===== src/rtl/ctr_pkg.sv =====
package ctr_pkg;

   // Register selected by a CSR address.
   typedef enum logic [2:0] {
      SEL_NONE    = 3'd0,
      SEL_CYCLE   = 3'd1,
      SEL_RETIRE  = 3'd2,
      SEL_TIME    = 3'd3,
      SEL_CMP     = 3'd4,
      SEL_INHIBIT = 3'd5,
      SEL_CNTEN   = 3'd6
   } ctr_sel_e;

   // Bit positions of the two freeze controls inside the inhibit word.
   localparam int unsigned INH_CY_BIT = 0;
   localparam int unsigned INH_IR_BIT = 2;

endpackage


===== src/rtl/ctr_addr_decode.sv =====
module ctr_addr_decode
   import ctr_pkg::*;
#(
   parameter int unsigned             ADDR_W       = 12,
   parameter logic [ADDR_W-1:0]       ADDR_CYCLE   = 12'hB00,
   parameter logic [ADDR_W-1:0]       ADDR_RETIRE  = 12'hB02,
   parameter logic [ADDR_W-1:0]       ADDR_TIME    = 12'hC01,
   parameter logic [ADDR_W-1:0]       ADDR_CMP     = 12'h7C0,
   parameter logic [ADDR_W-1:0]       ADDR_INHIBIT = 12'h320,
   parameter logic [ADDR_W-1:0]       ADDR_CNTEN   = 12'h306
) (
   input  logic [ADDR_W-1:0] addr_i,
   output ctr_sel_e          sel_o
);

   always_comb begin
      if (addr_i == ADDR_CYCLE)        sel_o = SEL_CYCLE;
      else if (addr_i == ADDR_RETIRE)  sel_o = SEL_RETIRE;
      else if (addr_i == ADDR_TIME)    sel_o = SEL_TIME;
      else if (addr_i == ADDR_CMP)     sel_o = SEL_CMP;
      else if (addr_i == ADDR_INHIBIT) sel_o = SEL_INHIBIT;
      else if (addr_i == ADDR_CNTEN)   sel_o = SEL_CNTEN;
      else                             sel_o = SEL_NONE;
   end

endmodule


===== src/rtl/ctr_counter.sv =====
module ctr_counter #(
   parameter int unsigned W = 64
) (
   input  logic         clk_i,
   input  logic         rst_ni,
   input  logic         load_i,
   input  logic [W-1:0] load_val_i,
   input  logic         inc_i,
   input  logic         hold_i,
   output logic [W-1:0] cnt_o
);

   localparam logic [W-1:0] ONE = {{(W-1){1'b0}}, 1'b1};

   if (W < 2) begin : g_bad_width
      $error("ctr_counter: W must be at least 2");
   end

   logic [W-1:0] cnt_q;

   always_ff @(posedge clk_i or negedge rst_ni) begin
      if (!rst_ni)
         cnt_q <= '0;
      else if (load_i)
         cnt_q <= load_val_i;       // software write wins over the step
      else if (inc_i && !hold_i)
         cnt_q <= cnt_q + ONE;
   end

   assign cnt_o = cnt_q;

endmodule


===== src/rtl/ctr_inhibit_reg.sv =====
module ctr_inhibit_reg
   import ctr_pkg::*;
#(
   parameter int unsigned W = 64
) (
   input  logic         clk_i,
   input  logic         rst_ni,
   input  logic         we_i,
   input  logic         wr_cy_i,
   input  logic         wr_ir_i,
   output logic         cy_inh_o,
   output logic         ir_inh_o,
   output logic [W-1:0] rd_val_o
);

   if (W <= INH_IR_BIT) begin : g_bad_width
      $error("ctr_inhibit_reg: W too narrow for inhibit bits");
   end

   logic cy_q;
   logic ir_q;

   always_ff @(posedge clk_i or negedge rst_ni) begin
      if (!rst_ni) begin
         cy_q <= 1'b0;
         ir_q <= 1'b0;
      end else if (we_i) begin
         cy_q <= wr_cy_i;
         ir_q <= wr_ir_i;
      end
   end

   always_comb begin
      rd_val_o             = '0;
      rd_val_o[INH_CY_BIT] = cy_q;
      rd_val_o[INH_IR_BIT] = ir_q;
   end

   assign cy_inh_o = cy_q;
   assign ir_inh_o = ir_q;

endmodule


===== src/rtl/ctr_compare.sv =====
module ctr_compare #(
   parameter int unsigned W       = 64,
   parameter bit          REG_OUT = 1'b0
) (
   input  logic         clk_i,
   input  logic         rst_ni,
   input  logic         we_i,
   input  logic [W-1:0] wdata_i,
   input  logic [W-1:0] time_i,
   output logic [W-1:0] cmp_o,
   output logic         irq_o
);

   logic [W-1:0] cmp_q;
   logic         ge;

   always_ff @(posedge clk_i or negedge rst_ni) begin
      if (!rst_ni)
         cmp_q <= '1;
      else if (we_i)
         cmp_q <= wdata_i;
   end

   assign ge    = (time_i >= cmp_q);   // unsigned
   assign cmp_o = cmp_q;

   if (REG_OUT) begin : g_irq_reg
      logic irq_q;
      always_ff @(posedge clk_i or negedge rst_ni) begin
         if (!rst_ni) irq_q <= 1'b0;
         else         irq_q <= ge;
      end
      assign irq_o = irq_q;
   end else begin : g_irq_comb
      assign irq_o = ge;
   end

endmodule


===== src/rtl/ctr_timer_unit.sv =====
module ctr_timer_unit
   import ctr_pkg::*;
#(
   parameter int unsigned       CNT_W        = 64,
   parameter int unsigned       ADDR_W       = 12,
   parameter logic [ADDR_W-1:0] ADDR_CYCLE   = 12'hB00,
   parameter logic [ADDR_W-1:0] ADDR_RETIRE  = 12'hB02,
   parameter logic [ADDR_W-1:0] ADDR_TIME    = 12'hC01,
   parameter logic [ADDR_W-1:0] ADDR_CMP     = 12'h7C0,
   parameter logic [ADDR_W-1:0] ADDR_INHIBIT = 12'h320,
   parameter logic [ADDR_W-1:0] ADDR_CNTEN   = 12'h306,
   parameter bit                IRQ_REG_OUT  = 1'b0
) (
   input  logic              clk_i,
   input  logic              rst_ni,
   input  logic              cycle_tick_i,
   input  logic              retire_i,
   input  logic              csr_we_i,
   input  logic [ADDR_W-1:0] csr_addr_i,
   input  logic [CNT_W-1:0]  csr_wdata_i,
   output logic [CNT_W-1:0]  csr_rdata_o,
   output logic              timer_irq_o
);

   if (CNT_W < 8) begin : g_bad_cnt_w
      $error("ctr_timer_unit: CNT_W must be at least 8");
   end
   if (ADDR_CYCLE == ADDR_RETIRE || ADDR_CYCLE == ADDR_TIME ||
       ADDR_CYCLE == ADDR_CMP    || ADDR_RETIRE == ADDR_TIME ||
       ADDR_RETIRE == ADDR_CMP   || ADDR_TIME == ADDR_CMP   ||
       ADDR_INHIBIT == ADDR_CNTEN) begin : g_bad_addr
      $error("ctr_timer_unit: CSR addresses must be distinct");
   end

   ctr_sel_e         sel;
   logic [CNT_W-1:0] cyc_q;
   logic [CNT_W-1:0] ret_q;
   logic [CNT_W-1:0] cmp_q;
   logic [CNT_W-1:0] inh_rd;
   logic             inh_cy;
   logic             inh_ir;
   logic             wr_cyc;
   logic             wr_ret;
   logic             wr_cmp;
   logic             wr_inh;

   ctr_addr_decode #(
      .ADDR_W      (ADDR_W),
      .ADDR_CYCLE  (ADDR_CYCLE),
      .ADDR_RETIRE (ADDR_RETIRE),
      .ADDR_TIME   (ADDR_TIME),
      .ADDR_CMP    (ADDR_CMP),
      .ADDR_INHIBIT(ADDR_INHIBIT),
      .ADDR_CNTEN  (ADDR_CNTEN)
   ) u_dec (
      .addr_i(csr_addr_i),
      .sel_o (sel)
   );

   // Time and counter-enable selects have no write strobe: read-only.
   assign wr_cyc = csr_we_i && (sel == SEL_CYCLE);
   assign wr_ret = csr_we_i && (sel == SEL_RETIRE);
   assign wr_cmp = csr_we_i && (sel == SEL_CMP);
   assign wr_inh = csr_we_i && (sel == SEL_INHIBIT);

   ctr_inhibit_reg #(.W(CNT_W)) u_inh (
      .clk_i   (clk_i),
      .rst_ni  (rst_ni),
      .we_i    (wr_inh),
      .wr_cy_i (csr_wdata_i[INH_CY_BIT]),
      .wr_ir_i (csr_wdata_i[INH_IR_BIT]),
      .cy_inh_o(inh_cy),
      .ir_inh_o(inh_ir),
      .rd_val_o(inh_rd)
   );

   ctr_counter #(.W(CNT_W)) u_cyc (
      .clk_i     (clk_i),
      .rst_ni    (rst_ni),
      .load_i    (wr_cyc),
      .load_val_i(csr_wdata_i),
      .inc_i     (cycle_tick_i),
      .hold_i    (inh_cy),
      .cnt_o     (cyc_q)
   );

   ctr_counter #(.W(CNT_W)) u_ret (
      .clk_i     (clk_i),
      .rst_ni    (rst_ni),
      .load_i    (wr_ret),
      .load_val_i(csr_wdata_i),
      .inc_i     (retire_i),
      .hold_i    (inh_ir),
      .cnt_o     (ret_q)
   );

   // The time base is the cycle counter itself.
   ctr_compare #(.W(CNT_W), .REG_OUT(IRQ_REG_OUT)) u_cmp (
      .clk_i  (clk_i),
      .rst_ni (rst_ni),
      .we_i   (wr_cmp),
      .wdata_i(csr_wdata_i),
      .time_i (cyc_q),
      .cmp_o  (cmp_q),
      .irq_o  (timer_irq_o)
   );

   always_comb begin
      unique case (sel)
         SEL_CYCLE,
         SEL_TIME:    csr_rdata_o = cyc_q;
         SEL_RETIRE:  csr_rdata_o = ret_q;
         SEL_CMP:     csr_rdata_o = cmp_q;
         SEL_INHIBIT: csr_rdata_o = inh_rd;
         default:     csr_rdata_o = '0;
      endcase
   end

endmodule


===== config.mk =====
export PLATFORM = sky130hd
export DESIGN_NAME = ctr_timer_unit
export DESIGN_NICKNAME = d
export VERILOG_FILES = /design/src/rtl/ctr_pkg.sv /design/src/rtl/ctr_addr_decode.sv /design/src/rtl/ctr_counter.sv /design/src/rtl/ctr_inhibit_reg.sv /design/src/rtl/ctr_compare.sv /design/src/rtl/ctr_timer_unit.sv
export SDC_FILE = /design/constraint.sdc
export NUM_CORES = 1
export LEC_CHECK = 0
export BUFFER_PORTS_ARGS = -buffer_cell sky130_fd_sc_hd__clkbuf_2
export CORE_MARGIN = 4
export CORE_UTILIZATION = 50
export DETAILED_ROUTE_END_ITERATION = 8
export PLACE_DENSITY_LB_ADDON = 0.2
export RECOVER_POWER = 50
export SYNTH_ARGS = -nofsm -noshare
export SYNTH_HDL_FRONTEND = slang
export SYNTH_SLANG_ARGS = --single-unit

===== constraint.sdc =====
create_clock -name clk_i -period 5.4 [get_ports clk_i]
set_input_delay 0.27 -clock clk_i [delete_from_list [all_inputs] [get_ports clk_i]]
set_output_delay 0.27 -clock clk_i [all_outputs]
set_load 0.02 [all_outputs]

==> results of run 1 <==
through the flow:
| stage | hold slack [ps] | total power [mW] | instance area (um^2) | setup slack (ps) |
|---|---|---|---|---|
| floorplan | -25.6 | 1.76 | 12400 | 3070 |
| global placement | 331 | 1.89 | 13200 | 2180 |
| detailed placement | 333 | 1.90 | 13200 | 2090 |
| CTS | 42.2 | 3.29 | 13900 | 2090 |
| global route | 52.5 | 3.39 | 13800 | 950 |
| finish | 49.2 | 3.27 | 13800 | 1460 |
logic make-up (layout without fill, tap and decap cells):
family	Yosys count	in the layout
AOI/OAI and AO/OA	306	306
xor gates and xnor gates	125	125
adders and majority gates	66	66
buffers and inverters	216	332
DFF	194	194
muxes	10	10
and+or+nand+nor	502	502
cell type report:
type | count | area [um^2]
timing repair buffer | 158 | 830
tap | 324 | 405
inverter | 142 | 533
multi-input combinational | 1009 | 6500
clock buffer | 18 | 429
sequential | 194 | 4930
clock inverter | 14 | 199
fill | 2321 | 10600
flip-flops by register name, summed over array words and instances, names as in the netlist:
signal / flops
u_inh.cy_inh_o: 1
u_cyc.cnt_o: 64
u_ret.cnt_o: 64
u_inh.ir_inh_o: 1
u_cmp.cmp_o: 64
layer usage:
metal | up-vias | GRT usage (%) | wire length, um
met2 | 360 | 40.6 | 15900
met3 | 37 | 3.87 | 2210
met4 | 0 | 6.19 | 488
met1 | 5101 | 36.9 | 15700
met5 | - | 0 | 0
li1 | 5176 | - | -
power breakdown:
part	switching [mW]	total (mW)	internal, mW
Sequential	0.0963	1.61	1.52
Clock	0.604	1.39	0.785
Combinational	0.156	0.265	0.108
Total	0.857	3.27	2.41
final timing paths:
path | startpoint | endpoint | slack (ps) | cells past startpoint
max | csr_addr_i[7] | u_cyc.cnt_o[5] | 1460 | 8
min | csr_wdata_i[23] | u_cmp.cmp_o[23] | 50 | 3
max reg2reg | u_ret.cnt_o[10] | u_ret.cnt_o[41] | 2180 | 7
min reg2reg | u_cmp.cmp_o[17] | u_cmp.cmp_o[17] | 520 | 2
max in group asynchronous | rst_ni | u_cyc.cnt_o[47] | 1550 | 3
min in group asynchronous | rst_ni | u_ret.cnt_o[14] | 390 | 2
worst max-delay path, delay by kind of cell:
family          cells  cell delay, ps
buf+inv             2             650
simple gates        5            3140
compound gates      1             150
cells in the final DEF, fill, tap and decap left out, types with 5 or more instances in the layout:
cell / count
nand2_1: 248
o21ai_0: 180
clkbuf_2: 143
inv_1: 142
dfrtp_1: 130
xor2_1: 76
ha_1: 66
a222oi_1: 64
dfstp_2: 64
nand3_1: 55
nand4_1: 50
xnor2_1: 49
nor2_1: 44
and3_1: 26
a21oi_1: 24
o21ai_1: 17
clkbuf_16: 17
and4_1: 14
nor3_1: 11
buf_4: 11
mux2_2: 8
nor4_1: 7
inv_6: 6
and2_1: 5
nor4_4: 5
timing repair:
item                       4_1_cts  5_1_grt
hold buffers                     1        0
setup endpoints to repair        0        0
buffers inserted                 0        0
hold endpoints to repair        47        0
==> results.ini, run 1 <==
[outcome]
status=finished with violations
violations=max-capacitance violations, max-slew violations

[synth]
synthAdderAreaFrac_pct=6.65
synth.yosys.warnings=0
synth-compound-area-share_pct=15.5
yosysSeqAreaShare_pct=39.8
yosysUniqueCellTypes=67
synthSimpleGateAreaFrac_pct=20.5
synth_top_area_cell=dfrtp_1
yosysTopAreaCellShare_pct=26.2
synthCells=1419
synth_area_leaders=dfrtp_1 (26%), dfstp_2 (14%), nand2_1 (7.5%), o21ai_0 (7.3%), ha_1 (6.7%)
synth_top_family_by_area=simple AND/OR/NAND/NOR gates
synth_most_common_cell=nand2_1
synth_seq_cells=194
synthXorXnorAreaFrac_pct=8.82
syn_avg_cell_area_um2=8.75
async_reset_ff_share_pct=100
ys.flop_type=dfrtp_1
synthMuxAreaShare_pct=0.887
synthTopCellsByCount=nand2_1 (248), o21ai_0 (180), inv_1 (142)
synth-edff-count=0
syn-cell-area_um2=12400
synth_nets=1566

[detailed_routing]
wl_per_cell_um=18.4
drtIter0Drc=1250
routed_wl_mm=34.3
viasPerCell=5.74
ant_nets=0
drc_errors=0
dr_total_vias=10700
drt_first_pass_iters=7

[final_layout]
final_cells=1859
diodes=0
final_core_util_pct=56.7
drive_gt1_share_pct=18.1
nets=1669
areaGrowthSynthToFinish_pct=11.4

[timing]
relSlewSlack_pct=-107
tns_ps=0
setup_viol=0
max_freq_mhz=254
rsz0062_at_grt=false
skew_ps=15.7
period_minus_slack_ps=3940
tightest_slew_ps=3110
period_share_pct=73.0
slew_violations=159
hold_viol=0

[die]
die_height_um=166
io_pins=146
die-area_um2=27400
die_x_um=166
rows=57
core_area_um2=24400
initial_utilization_pct=50.9

[placed_design]
dp.cells=1826
hpwl_mm=24.6
gp_congestion=0.882
io_buffers=145

[setup_path]
max_stage_delay_ps=1780
cp_slowest_cell=nor2b_1
arrival_ps=4240
path_cells=clkbuf_1 > or4_1 > nor4_1 > and3b_1 > and3_1 > nor2b_1 > buf_4 > o21ai_0
cp-start-kind=primary input
end_kind=flip-flop
crit_fanout=36
crit_required_ps=5700
crit_type=in -> reg

[clock_tree]
cts_buffer_depth=2
htreeDepth=4
numCtsBuffers=17
clkTransAtPathRegs_ps=80
worstSkewPairLatency_ps=440
cts_tree=yes
cts_resized=0
clkSinkCount=194
cts-root-buf=clkbuf_16

[global_routing]
overflow=0
grt_pass1_wl_mm=55.3
first_global_vias=10300
track_usage_pct=25.5
antenna_found_initial=0
grt_start_max_net_pins=122

[power]
vdd_drop_max_mv=0.197
power_density_nw_per_um2=236
p_leak_nw=6.88

[min_path]
holdCritPathClass=in -> reg

[flow_run]
drv_cap=2

(Power assumes the default switching activity.)
==> run 2: changes to the inputs <==
- clock period: 5.4 -> 3.7 ns (I/O delays scaled with it)
==> run 2 against run 1 <==
The flow still finishes with violations (max-capacitance violations, max-slew violations). Register-to-register slack got worse by 1100 ps. Routed wire length increased by 2.0%. Critical path depth unchanged. Clock power increased by 39%. Critical endpoint is now csr_rdata_o[11]. Largest power group unchanged. Clock-buffer cell count increased by 4.
==> results.ini, run 2 (synthesized netlist as in run 1, its figures left out) <==
[timing]
relSlewSlack_pct=-62.5  ; was -107%
slew_violations=184  ; was 159
max_freq_mhz=318
skew_ps=13.9  ; was 15.7 ps
tightest_slew_ps=2440  ; was 3110 ps
period_share_pct=85.0
hold_viol=0  ; unchanged
tns_ps=0  ; unchanged
period_minus_slack_ps=3140
setup_viol=0  ; unchanged
rsz0062_at_grt=false  ; unchanged

[die]
initial_utilization_pct=50.9  ; unchanged
core_area_um2=24400  ; unchanged
die_x_um=166  ; unchanged
rows=57  ; unchanged
io_pins=146  ; unchanged
die-area_um2=27400  ; unchanged
die_height_um=166  ; unchanged

[final_layout]
diodes=0  ; unchanged
final_cells=1911  ; was 1859
nets=1721  ; was 1669
nFillCells=2229  ; was 2321
ff_latch_area_um2=4930  ; unchanged
multi_input_area_um2=6510  ; was 6500 um^2
final_common_cell=nand2_1  ; unchanged
areaGrowthSynthToFinish_pct=15.7  ; was 11.4%
drive_gt1_share_pct=17.8  ; was 18.1%
final_core_util_pct=58.9  ; was 56.7%
mostFrequentLayoutCells=nand2_1 (248), o21ai_0 (180), clkbuf_2 (144)  ; was nand2_1 (248), o21ai_0 (180), clkbuf_2 (143)

[setup_path]
max_stage_delay_ps=1270  ; was 1780 ps
cp-start-kind=primary input  ; unchanged
crit_buf_inv=4  ; was 2
worstReg2RegEnd=u_ret.cnt_o[56]  ; was u_ret.cnt_o[41]
crit_required_ps=3510  ; was 5700 ps
crit_family=buffers and inverters  ; was simple AND/OR/NAND/NOR gates
r2r_start=u_ret.cnt_o[0]  ; was u_ret.cnt_o[10]
rrSetupSlack_ps=1050  ; was 2180 ps
crit_top_cell=clkbuf_2
r2r_cells=9  ; was 7
path_cells=clkbuf_2 > nor2_1 > and4b_1 > and4_1 > clkbuf_1 > a222oi_1 > inv_1 > clkbuf_2  ; was clkbuf_1 > or4_1 > nor4_1 > and3b_1 > and3_1 > nor2b_1 > buf_4 > o21ai_0
crit_type=in -> out  ; was in -> reg
arrival_ps=2960  ; was 4240 ps
crit_fanout=32  ; was 36
end_kind=output pin  ; was flip-flop
cp_slowest_cell=clkbuf_1  ; was nor2b_1

[global_routing]
top_usage_layer=met2  ; unchanged
use_met1_pct=36.9  ; about the same
track_usage_pct=25.7  ; was 25.5%
grt_start_max_net_pins=113  ; was 122
grt_pass1_wl_mm=56.1  ; was 55.3 mm
use_met3_pct=3.55  ; was 3.87%
overflow=0  ; unchanged
first_global_vias=10700  ; was 10300
antenna_found_initial=0  ; unchanged
grt_util_met2_pct=41.7  ; was 40.6%

[power]
power_density_nw_per_um2=328  ; was 236 nW/um^2
p_leak_nw=7.11  ; was 6.88 nW
p_int_mw=3.49  ; was 2.41 mW
seqPwrFrac_pct=50.0  ; was 49.4%
power_switching_mw=1.22  ; was 857 uW
p_clk_share_pct=40.9  ; was 42.5%
vdd_drop_max_mv=0.335  ; was 0.197 mV
combinationalPowerShare_pct=9.1  ; was 8.1%
switching_share_pct=25.9  ; was 26.2%

[clock_tree]
worstSkewPairLatency_ps=440  ; about the same
cts-root-buf=clkbuf_16  ; unchanged
numCtsBuffers=17  ; unchanged
clkTransAtPathRegs_ps=70  ; was 80 ps
clkSinkCount=194  ; unchanged
cts_buffer_depth=2  ; unchanged
cts_tree=yes  ; unchanged
htreeDepth=4  ; unchanged

[detailed_routing]
drtIter0Drc=1156  ; was 1250
drc_errors=0  ; unchanged
wl_per_cell_um=18.3  ; was 18.4 um
viasPerCell=5.78  ; was 5.74
drt_first_pass_iters=9  ; was 7
dr_total_vias=11000  ; was 10700
routed_wl_mm=34.9  ; was 34.3 mm
ant_nets=0  ; unchanged

[min_path]
holdCritPathClass=in -> reg  ; unchanged
hold_depth=3  ; unchanged
holdPathEnd=u_cmp.cmp_o[53]  ; was u_cmp.cmp_o[23]
worstHoldStart=csr_wdata_i[53]  ; was csr_wdata_i[23]

[outcome]
violations=max-capacitance violations, max-slew violations  ; unchanged
status=finished with violations  ; unchanged

[placed_design]
gp_congestion=0.910  ; was 0.882
dp.cells=1832  ; was 1826
io_buffers=145  ; unchanged
hpwl_mm=25.0  ; was 24.6 mm

[flow_run]
drv_cap=3  ; was 2

[run 2: worst max-delay path by stage]
stage	startpoint	endpoint	slack (ps)	cells past startpoint
final	csr_addr_i[1]	csr_rdata_o[11]	560	8
after global routing	csr_addr_i[0]	u_cmp.cmp_o[35]	310	9
after CTS	u_cmp.cmp_o[41]	timer_irq_o	610	10
after detailed placement	csr_addr_i[7]	csr_rdata_o[39]	1020	10
after global placement	csr_addr_i[7]	csr_rdata_o[38]	1030	10
after floorplan	u_cmp.cmp_o[34]	timer_irq_o	1450	7
[run 2: final cells by class]
| cell class | count | area share (%) |
|---|---|---|
| clock inverters | 10 | 0.854 |
| inverters | 142 | 3.71 |
| flip-flops and latches | 194 | 34.4 |
| clock buffers | 22 | 3.37 |
| well taps | 324 | 2.82 |
| repair buffers | 210 | 9.56 |
| multi-input cells | 1009 | 45.3 |
[run 2: power by group through the flow]
stage                     combinational [mW]  clock, mW  sequential, mW
after floorplan                        0.223          0            2.35
after global placement                 0.380          0            2.38
after detailed placement               0.390          0            2.38
after CTS                              0.434       1.95            2.35
after global routing                   0.484       2.03            2.36
final                                  0.428       1.93            2.35
[run 2: what timing repair did]
item	CTS	global route
resized for setup	0	0
endpoints found under the hold margin	138	1
hold buffers	46	1
buffers inserted	0	0
[run 2: layer usage]
| metal | vias up | part of all wire, % |
|---|---|---|
| li1 | 5276 | - |
| met1 | 5367 | 46 |
| met2 | 364 | 47 |
| met3 | 36 | 6.1 |
| met4 | 0 | 1.2 |
| met5 | - | 0 |
[run 2: worst register-to-register path, stage by stage, from the launching register on]
cell and delay [ps]:
dfrtp_1 420, ha_1 210, nand4b_1 260, nor4_4 320
buf_4 200, nand3_2 280, nor4_4 440, nand3_1 150
xor2_1 160, o21ai_1 80
[run 2: per-stage QoR]
step / hold WS, ps / area (um^2) / setup slack, ps / power, mW
5_1_grt: 5.75 / 14400 / 309 / 4.87
6_report: 4.55 / 14400 / 555 / 4.70
2_1_floorplan: -111 / 12400 / 1450 / 2.57
3_3_place_gp: 326 / 13300 / 1030 / 2.76
3_5_place_dp: 322 / 13300 / 1020 / 2.77
4_1_cts: 0.621 / 14400 / 610 / 4.73
==> run 3: changes to the inputs <==
- clock period: 3.7 -> 2.9 ns (I/O delays scaled with it)
==> run 3 against run 2 <==
The flow finishes with violations (design-rule violations, max-capacitance violations, max-slew violations). Combinational power grew 39%. Flip-flop and latch count is the same. Clock power grew 32%. Via count grew 0.42%. Sequential share of layout area shrank 0.84 points. Largest cell class unchanged. Largest power group unchanged.
==> results.ini, run 3 (synthesized netlist as in run 1, its figures left out) <==
[timing]
relSlewSlack_pct=-40.8  ; was -62.5%
tightest_slew_ps=2110  ; was 2440 ps
period_share_pct=94.5
hold_viol=0  ; unchanged
slew_violations=90  ; was 184
rsz0062_at_grt=false  ; unchanged
max_freq_mhz=365
skew_ps=17.6  ; was 13.9 ps
setup_viol=0  ; unchanged
tns_ps=0  ; unchanged
period_minus_slack_ps=2740

[global_routing]
first_global_vias=10900  ; was 10700
grt_start_max_net_pins=125  ; was 113
track_usage_pct=26.4  ; was 25.7%
grt_pass1_wl_mm=57.4  ; was 56.1 mm
antenna_found_initial=0  ; unchanged
overflow=0  ; unchanged

[final_layout]
diodes=0  ; unchanged
mostFrequentLayoutCells=nand2_1 (248), o21ai_0 (177), clkbuf_2 (144)  ; was nand2_1 (248), o21ai_0 (180), clkbuf_2 (144)
nets=1756  ; was 1721
fin_area_um2=14700  ; was 14400 um^2
drive_gt1_share_pct=18.8  ; was 17.8%
areaGrowthSynthToFinish_pct=18.6  ; was 15.7%
nFillCells=2221  ; was 2229
final_common_cell=nand2_1  ; unchanged

[setup_path]
crit_fanout=2  ; was 32
end_kind=output pin  ; unchanged
cp-start-kind=flip-flop  ; was primary input
crit_required_ps=2760  ; was 3510 ps
rrSetupSlack_ps=240  ; was 1050 ps
crit_type=reg -> out  ; was in -> out
r2r_cells=8  ; was 9
worstReg2RegEnd=u_ret.cnt_o[60]  ; was u_ret.cnt_o[56]
r2r_start=u_ret.cnt_o[0]  ; unchanged
arrival_ps=2600  ; was 2960 ps

[die]
core_area_um2=24400  ; unchanged
io_pins=146  ; unchanged
die_x_um=166  ; unchanged
die-area_um2=27400  ; unchanged
initial_utilization_pct=50.9  ; unchanged
rows=57  ; unchanged
die_height_um=166  ; unchanged

[detailed_routing]
ant_nets=0  ; unchanged
drt_first_pass_iters=9  ; unchanged
dr_total_vias=11100  ; was 11000
drc_errors=13  ; was 0
drtIter0Drc=1300  ; was 1156
routed_wl_mm=35.4  ; was 34.9 mm
wl_per_cell_um=18.2  ; was 18.3 um
viasPerCell=5.70  ; was 5.78

[placed_design]
hpwl_mm=25.3  ; was 25.0 mm
gp_congestion=0.905  ; was 0.910
io_buffers=145  ; unchanged
dpl_cell_area_um2=13500  ; was 13300 um^2

[power]
fin_total_pwr_mw=6.14  ; was 4.70 mW
p_leak_nw=7.29  ; was 7.11 nW
power_density_nw_per_um2=417  ; was 328 nW/um^2
vdd_drop_max_mv=0.337  ; was 0.335 mV

[min_path]
holdPathEnd=u_ret.cnt_o[37]  ; was u_cmp.cmp_o[53]
hold_depth=3  ; unchanged
worstHoldStart=csr_wdata_i[37]  ; was csr_wdata_i[53]
holdCritPathClass=in -> reg  ; unchanged

[flow_run]
drv_cap=2  ; was 3

[clock_tree]
cts_tree=yes  ; unchanged
cts-root-buf=clkbuf_16  ; unchanged
htreeDepth=4  ; unchanged
cts_buffer_depth=2  ; unchanged
numCtsBuffers=17  ; unchanged
clkSinkCount=194  ; unchanged
worstSkewPairLatency_ps=450  ; was 440 ps
clkTransAtPathRegs_ps=70  ; about the same

[outcome]
status=finished with violations  ; unchanged
violations=design-rule violations, max-capacitance violations, max-slew violations  ; was max-capacitance violations, max-slew violations

run 3: cell types whose count changed in the layout (fill, tap and decap cells not counted), sizes merged:
cell | previous run | this run
buf | 16 | 34
bufinv | 2 | 4
clkbuf | 169 | 170
clkinv | 5 | 2
dlygate4sd3 | 47 | 64
inv | 145 | 144
run 3: how the worst max path moves through the flow:
stage	cells after the start	end	start	slack [ps]
detailed placement	10	csr_rdata_o[39]	csr_addr_i[7]	220
global route	10	timer_irq_o	u_cmp.cmp_o[34]	10
floorplan	7	timer_irq_o	u_cmp.cmp_o[34]	690
finish	10	timer_irq_o	u_cmp.cmp_o[17]	160
CTS	8	timer_irq_o	u_cmp.cmp_o[29]	10
global placement	10	csr_rdata_o[38]	csr_addr_i[7]	200
run 3: what timing repair did:
item                       in CTS  in global routing
gates resized for setup         2                 14
setup buffers                   1                  1
hold endpoints to repair      230                  0
pin swaps                       0                  7
setup endpoints to repair       1                  1
hold buffers                   64                  0
run 3: stage by stage:
stage	hold slack [ps]	cells	utilization, %	worst slack [ps]
after floorplan	-151	1419	-	695
after detailed placement	242	1848	55.3	216
final	24.9	1945	60.4	160
after CTS	15.8	1944	60.5	12.5
after global placement	242	1848	55.3	202
after global routing	28.0	1945	60.4	11.0
run 3: area by class of cell:
class / count / area, um^2 / share of cell area [%]
multi-input combinational: 1009 / 6540 / 44.4
sequential: 194 / 4930 / 33.5
timing repair buffer: 245 / 1690 / 11.5
inverter: 142 / 533 / 3.62
clock buffer: 23 / 468 / 3.18
tap: 324 / 405 / 2.75
clock inverter: 8 / 151 / 1.03
run 3: metal layers:
layer | share of wire, % | routed length (um) | vias to the layer above | global-route usage [%]
met5 | 0 | 0 | - | 0
met4 | 1.8 | 652 | 0 | 6.41
met3 | 7.0 | 2470 | 42 | 4.19
met2 | 47 | 16600 | 387 | 42.7
met1 | 44 | 15700 | 5318 | 37.5
li1 | - | - | 5342 | -
run 3: power by group:
part	switching [mW]	internal, mW
Sequential	0.163	2.83
Clock	1.06	1.49
Combinational	0.320	0.276
Total	1.54	4.60
run 3: critical path, stage by stage (launching register included):
cell and delay [ps]:
dfstp_2 530, inv_1 50, ha_1 290, a21o_1 180
a221o_1 310, a21oi_1 140, o21ai_1 100, nand2_1 80
and3_1 220, o21ai_2 90, buf_4 160
